File: src/rtl/issue_pkg.sv
package issue_pkg;
  localparam int CLS_W     = 3;
  localparam int NUM_PIPES = 7;
  localparam int CLS_CODES = 1 << CLS_W;

  typedef enum logic [CLS_W-1:0] {
    CLS_FP32   = 3'd0,
    CLS_INT32  = 3'd1,
    CLS_FP64   = 3'd2,
    CLS_MEM    = 3'd3,
    CLS_SFU    = 3'd4,
    CLS_BRANCH = 3'd5,
    CLS_TENSOR = 3'd6
  } iclass_e;
endpackage

File: src/rtl/issue_pipe_timer.sv
module issue_pipe_timer #(
  parameter int OCC = 2,
  localparam int CNT_W = (OCC > 1) ? $clog2(OCC) : 1
) (
  input  logic clk,
  input  logic rst,
  input  logic load,
  input  logic load_opnd,
  output logic busy,
  output logic opnd_busy
);
  logic [CNT_W-1:0] count;
  logic             opnd_q;

  always_ff @(posedge clk) begin
    if (rst) begin
      count  <= '0;
      opnd_q <= 1'b0;
    end else if (load) begin
      count  <= CNT_W'(OCC - 1);
      opnd_q <= load_opnd;
    end else if (count != '0) begin
      count <= count - 1'b1;
    end
  end

  assign busy      = (count != '0);
  assign opnd_busy = busy && opnd_q;


  load_when_free_chk: assert property (@(posedge clk) disable iff (rst)
    load |-> (count == '0));
endmodule

File: src/rtl/issue_legality.sv
module issue_legality import issue_pkg::*; #(
  parameter int NUM_WARPS = 8
) (
  input  logic [NUM_WARPS-1:0]       warp_valid,
  input  logic [NUM_WARPS*CLS_W-1:0] warp_cls,
  input  logic [NUM_WARPS-1:0]       warp_zop,
  input  logic [NUM_PIPES-1:0]       pipe_busy,
  input  logic [NUM_PIPES-1:0]       opnd_busy,
  output logic [NUM_WARPS-1:0]       eligible
);
  localparam int PAD = CLS_CODES - NUM_PIPES;

  logic [CLS_CODES-1:0] busy_ext;
  logic                 tensor_busy;
  logic                 any_opnd;

  // unused codes map to a permanently busy pipe
  assign busy_ext    = {{PAD{1'b1}}, pipe_busy};
  assign tensor_busy = pipe_busy[CLS_TENSOR];
  assign any_opnd    = |opnd_busy;

  for (genvar w = 0; w < NUM_WARPS; w++) begin : g_slot
    logic [CLS_W-1:0] cls;
    logic             free_pipe;
    logic             tensor_hold;
    logic             tensor_wait;

    always_comb begin
      cls         = warp_cls[w*CLS_W +: CLS_W];
      free_pipe   = !busy_ext[cls];
      tensor_hold = tensor_busy && !warp_zop[w];
      tensor_wait = (cls == CLS_TENSOR) && any_opnd;
      eligible[w] = warp_valid[w] && free_pipe && !tensor_hold && !tensor_wait;
    end
  end
endmodule

File: src/rtl/issue_rr_pick.sv
module issue_rr_pick #(
  parameter int N = 8,
  localparam int IDX_W = (N > 1) ? $clog2(N) : 1
) (
  input  logic [N-1:0]     req,
  input  logic [IDX_W-1:0] start,
  output logic             pick_valid,
  output logic [IDX_W-1:0] pick_idx
);
  always_comb begin
    pick_valid = 1'b0;
    pick_idx   = '0;
    for (int i = 0; i < N; i++) begin
      if (!pick_valid && req[(int'(start) + i) % N]) begin
        pick_valid = 1'b1;
        pick_idx   = IDX_W'((int'(start) + i) % N);
      end
    end
  end
endmodule

File: src/rtl/warp_issue_sched.sv
module warp_issue_sched import issue_pkg::*; #(
  parameter int NUM_WARPS  = 8,
  parameter int OCC_FP32   = 2,
  parameter int OCC_INT32  = 2,
  parameter int OCC_FP64   = 2,
  parameter int OCC_MEM    = 1,
  parameter int OCC_SFU    = 2,
  parameter int OCC_BRANCH = 1,
  parameter int OCC_TENSOR = 4,
  localparam int WIDX_W = (NUM_WARPS > 1) ? $clog2(NUM_WARPS) : 1
) (
  input  logic                       clk,
  input  logic                       rst,
  input  logic [NUM_WARPS-1:0]       warp_valid,
  input  logic [NUM_WARPS*CLS_W-1:0] warp_cls,
  input  logic [NUM_WARPS-1:0]       warp_zop,
  output logic                       issue_valid,
  output logic [WIDX_W-1:0]          issue_warp,
  output logic [CLS_W-1:0]           issue_pipe
);
  function automatic int occ_of(input int p);
    case (p)
      0:       return OCC_FP32;
      1:       return OCC_INT32;
      2:       return OCC_FP64;
      3:       return OCC_MEM;
      4:       return OCC_SFU;
      5:       return OCC_BRANCH;
      default: return OCC_TENSOR;
    endcase
  endfunction

  function automatic logic [CLS_CODES-1:0] multi_mask();
    logic [CLS_CODES-1:0] m;
    m = '0;
    for (int p = 0; p < NUM_PIPES; p++) m[p] = (occ_of(p) > 1);
    return m;
  endfunction

  localparam logic [CLS_CODES-1:0] MULTI_CYC = multi_mask();

  logic [NUM_PIPES-1:0] pipe_busy;
  logic [NUM_PIPES-1:0] opnd_busy;
  logic [NUM_PIPES-1:0] pipe_load;
  logic [NUM_WARPS-1:0] eligible;
  logic                 sel_valid;
  logic [WIDX_W-1:0]    sel_idx;
  logic [CLS_W-1:0]     sel_cls;
  logic                 sel_zop;
  logic [WIDX_W-1:0]    rr_start;
  logic                 issue_zop;

  issue_legality #(.NUM_WARPS(NUM_WARPS)) u_legal (
    .warp_valid (warp_valid),
    .warp_cls   (warp_cls),
    .warp_zop   (warp_zop),
    .pipe_busy  (pipe_busy),
    .opnd_busy  (opnd_busy),
    .eligible   (eligible)
  );

  issue_rr_pick #(.N(NUM_WARPS)) u_pick (
    .req        (eligible),
    .start      (rr_start),
    .pick_valid (sel_valid),
    .pick_idx   (sel_idx)
  );

  assign sel_cls = warp_cls[int'(sel_idx)*CLS_W +: CLS_W];
  assign sel_zop = warp_zop[sel_idx];

  for (genvar p = 0; p < NUM_PIPES; p++) begin : g_pipe
    assign pipe_load[p] = sel_valid && (sel_cls == CLS_W'(p));

    issue_pipe_timer #(.OCC(occ_of(p))) u_timer (
      .clk       (clk),
      .rst       (rst),
      .load      (pipe_load[p]),
      .load_opnd (!sel_zop),
      .busy      (pipe_busy[p]),
      .opnd_busy (opnd_busy[p])
    );
  end

  always_ff @(posedge clk) begin
    if (rst) begin
      issue_valid <= 1'b0;
      issue_warp  <= '0;
      issue_pipe  <= '0;
      issue_zop   <= 1'b0;
      rr_start    <= '0;
    end else begin
      issue_valid <= sel_valid;
      if (sel_valid) begin
        issue_warp <= sel_idx;
        issue_pipe <= sel_cls;
        issue_zop  <= sel_zop;
        rr_start   <= (int'(sel_idx) == NUM_WARPS - 1) ? '0 : sel_idx + 1'b1;
      end
    end
  end


  pipe_code_chk: assert property (@(posedge clk) disable iff (rst)
    issue_valid |-> (issue_pipe != 3'd7));


  reset_quiet_chk: assert property (@(posedge clk)
    rst |=> !issue_valid);


  half_rate_chk: assert property (@(posedge clk) disable iff (rst)
    (issue_valid && MULTI_CYC[issue_pipe]) |=>
      !(issue_valid && issue_pipe == $past(issue_pipe)));


  tensor_zero_op_chk: assert property (@(posedge clk) disable iff (rst)
    (issue_valid && issue_pipe == CLS_TENSOR && OCC_TENSOR > 1) |=>
      (!issue_valid || issue_zop));


  pick_eligible_chk: assert property (@(posedge clk) disable iff (rst)
    sel_valid |-> (eligible[sel_idx] && warp_valid[sel_idx]));


  work_conserve_chk: assert property (@(posedge clk) disable iff (rst)
    (|eligible) |-> sel_valid);
endmodule

File: config.mk
export PLATFORM = sky130hd
export DESIGN_NAME = warp_issue_sched
export DESIGN_NICKNAME = d
export VERILOG_FILES = /design/src/rtl/issue_pkg.sv /design/src/rtl/issue_pipe_timer.sv /design/src/rtl/issue_legality.sv /design/src/rtl/issue_rr_pick.sv /design/src/rtl/warp_issue_sched.sv
export SDC_FILE = /design/constraint.sdc
export NUM_CORES = 1
export LEC_CHECK = 0
export CORE_UTILIZATION = 35
export DETAILED_ROUTE_END_ITERATION = 8
export DONT_BUFFER_PORTS = 1
export PLACE_DENSITY_LB_ADDON = 0.3
export SYNTH_ARGS = -nofsm -noshare
export SYNTH_HDL_FRONTEND = slang
export SYNTH_SLANG_ARGS = --single-unit
File: constraint.sdc
create_clock -name clk -period 4.9 [get_ports clk]
set_clock_uncertainty 0.1 [all_clocks]
set_input_delay 0.735 -clock clk [delete_from_list [all_inputs] [get_ports clk]]
set_output_delay 0.735 -clock clk [all_outputs]
set_load 0.1 [all_outputs]
==> reports/metrics.cfg <==
[timing]
fin_ws_ns = 0.278
min_period_over_period_pct = 94.3
worst_hold_slack_ns = 0.383
slew-limit-headroom_pct = 34.2
worst_slew_pin_slew_ns = 0.986
hold_viol = 0
rsz0062_at_grt = false
finalSetupTns_ns = 0
timing.fmax_ghz = 0.216
setup_viol = 0
slew_viol_final = 0
layout_min_cycle_time_ns = 4.62

[global_route]
grt_antenna_before_repair = 0
track_usage_pct = 20.8
grt.busiest_layer = met2
grt_max_degree = 23
grt_pass1_vias = 2720
met1_usage_pct = 29.7
grt_pass1_wl_mm = 14.3
grtUsageMet3_pct = 3.50
grt_overflow = 0
grt_util_met2_pct = 32.7

[setup_path]
worstPathCellList = inv_1 -> ha_1 -> and2_1 -> o31ai_1 -> a211oi_1 -> a32o_1 -> mux4_2 -> a211o_1 -> o21bai_2 -> o2111a_1 -> buf_12 -> mux2i_1 -> mux2i_1 -> mux2i_1 -> or4b_4 -> mux2i_1
reg2reg_from = g_pipe[6].u_timer.count[0]
crit_path_max_fanout = 20
required_ns = 4.95
slowest_delay_ns = 0.56
ff2ff_path_depth = 16
crit_slowest_cell = or4b_4
reg2reg_setup_slack_ns = 0.28
cp_common_cell = mux2i_1
crit_arrival_ns = 4.67
path_class = reg2reg
start_kind = flop
cp-end-kind = flop
rr_endpoint = g_pipe[6].u_timer.opnd_q

[clocking]
cts_tree = done
cts.hold.buffers_added = 0
clock_sinks = 25
clock_latency_ns = 0.27
htree_levels = 1
root_buffer = clkbuf_8
cts_buffers = 3
max-clock-path-buffers = 2
path_clk_slew_ns = 0.09

[logic_synthesis]
yosysWarnings = 0
synth_area_per_cell_sq_um = 8.28
synth_common_cells = mux2i_1 (52), dfxtp_1 (25), nor2_1 (21), a21oi_1 (20), nand2_1 (20)
synth_top_area_share_pct = 17.8
yosys.cell_types.count = 73
synthArstFlopShare_pct = 0
yosys.area.top_type = mux2i_1
synth_flop_cell = dfxtp_1
synth.most_common_cell = mux2i_1
synth-edff-count = 0
synthTopCellsByArea = mux2i_1 (18%), dfxtp_1 (17%), nand2b_1 (3.6%)
synth_cells = 353
synth-seq-cells = 25
yosysSeqAreaShare_pct = 17.1
syn_area_sq_um = 2920

[floorplanning]
die_area_sq_um = 8720
die_x_um = 93.4
ios = 49
core_sq_um = 7890
start_util_pct = 37.0
fp-row-count = 32
die_h_um = 93.4

[layout]
drive_gt1_share_pct = 18.3
areaGrowthSynthToFinish_pct = 9.68
antenna_cells = 0
final_area_sq_um = 3200
final_nets = 399

[routing]
via_per_inst = 6.23
ant_nets = 0
remaining_drc_errors = 0
vias = 2818
first_pass_iters = 5
drt_iter0_drc = 266
routed_wl_mm = 9.03
wl_per_cell_um = 20.0

[placed_design]
gp_congestion = 0.962
hpwl_mm = 6.90
preCtsSetupSlack_ns = 0.217
place_area_sq_um = 3060
io_buffer_count = 0

[hold_path]
hold_path.startpoint = g_pipe[0].u_timer.opnd_q
hold_path.class = reg2reg
whs_path_depth = 2
whs_endpoint = g_pipe[0].u_timer.opnd_q

[outcome]
outcome = completed

[flow_run]
drv_cap = 0

[critical path, delay by kind of cell, from the launching register on]
kind	cells	cell delay, ns
AO/OA/AOI/OAI	6	1.51
adder cells (fa/ha/maj)	1	0.32
buffers and inverters	2	0.24
flip-flops	1	0.35
multiplexers	5	1.21
AND/OR/NAND/NOR	2	0.77
[metal layers]
metal	share of wire, %	wire (um)	up-vias
li1	-	-	1339
met1	45	4040	1329
met2	45	4100	136
met3	8.7	783	14
met4	1.2	109	0
met5	0	0	-
[area by class of cell]
| class | count | area [sq um] |
|---|---|---|
| timing repair buffer | 16 | 145 |
| sequential | 25 | 500 |
| clock buffer | 3 | 41.3 |
| clock inverter | 1 | 5.00 |
| tap | 102 | 128 |
| fill | 812 | 4680 |
| multi-input combinational | 296 | 2350 |
| inverter | 9 | 33.8 |
[cells by family (layout without fill, tap and decap cells)]
family | count (synthesis) | after routing | share of synthesized area [%]
AOI/OAI and AO/OA | 102 | 102 | 26.9
xor gates and xnor gates | 5 | 5 | 1.50
adders and majority gates | 6 | 6 | 2.57
buffers and inverters | 33 | 29 | 5.27
DFF | 25 | 25 | 17.1
muxes | 62 | 62 | 23.2
other | 1 | 2 | 0.128
and+or+nand+nor | 119 | 119 | 23.3
[timing repair]
item,4_1_cts,5_1_grt
gates resized for setup,0,9
setup buffers,0,2
endpoints found under the setup margin,0,12
[how the worst max path moves through the flow]
| stage | start | end | slack [ns] | cells after the start |
|---|---|---|---|---|
| 6_report | g_pipe[6].u_timer.count[0] | g_pipe[6].u_timer.opnd_q | 0.28 | 16 |
| 5_1_grt | g_pipe[6].u_timer.count[0] | g_pipe[4].u_timer.opnd_q | 0.02 | 17 |
| 4_1_cts | g_pipe[5].u_timer.busy | g_pipe[2].u_timer.opnd_q | 0.24 | 15 |
| 3_5_place_dp | warp_cls[8] | g_pipe[6].u_timer.opnd_q | 0.22 | 13 |
| 3_3_place_gp | warp_cls[8] | g_pipe[6].u_timer.opnd_q | 0.32 | 13 |
| 2_1_floorplan | warp_cls[8] | g_pipe[6].u_timer.opnd_q | 0.65 | 14 |
[cells in the final DEF, fill, tap and decap left out, types with 4 or more instances in the layout]
cell type / n
a211o_1: 9
o21ai_0: 12
nor2b_1: 15
mux2i_1: 52
nor3_1: 12
nor2_1: 21
inv_1: 7
o22ai_1: 11
nand2_1: 20
mux2_2: 6
or2_2: 9
dfxtp_1: 25
buf_4: 14
a21oi_1: 20
ha_1: 6
o311ai_2: 4
nand2b_1: 17
mux4_2: 4
or3_1: 5
a211oi_1: 5
[registers in the layout, summed over array words and instances, names as in the netlist]
name,flops
g_pipe.u_timer.busy,6
g_pipe.u_timer.opnd_q,7
g_pipe.u_timer.count,2
issue_valid,1
issue_warp,3
rr_start,3
issue_pipe,3
[metrics by stage]
step,utilization [%],instances
after floorplan,-,354
after global placement,38.7,446
after detailed placement,38.7,446
after CTS,39.3,450
after global routing,40.6,452
final,40.6,452
Power is not shown: default switching activity piles up to over one toggle a cycle in this logic, so the estimate is an artifact.
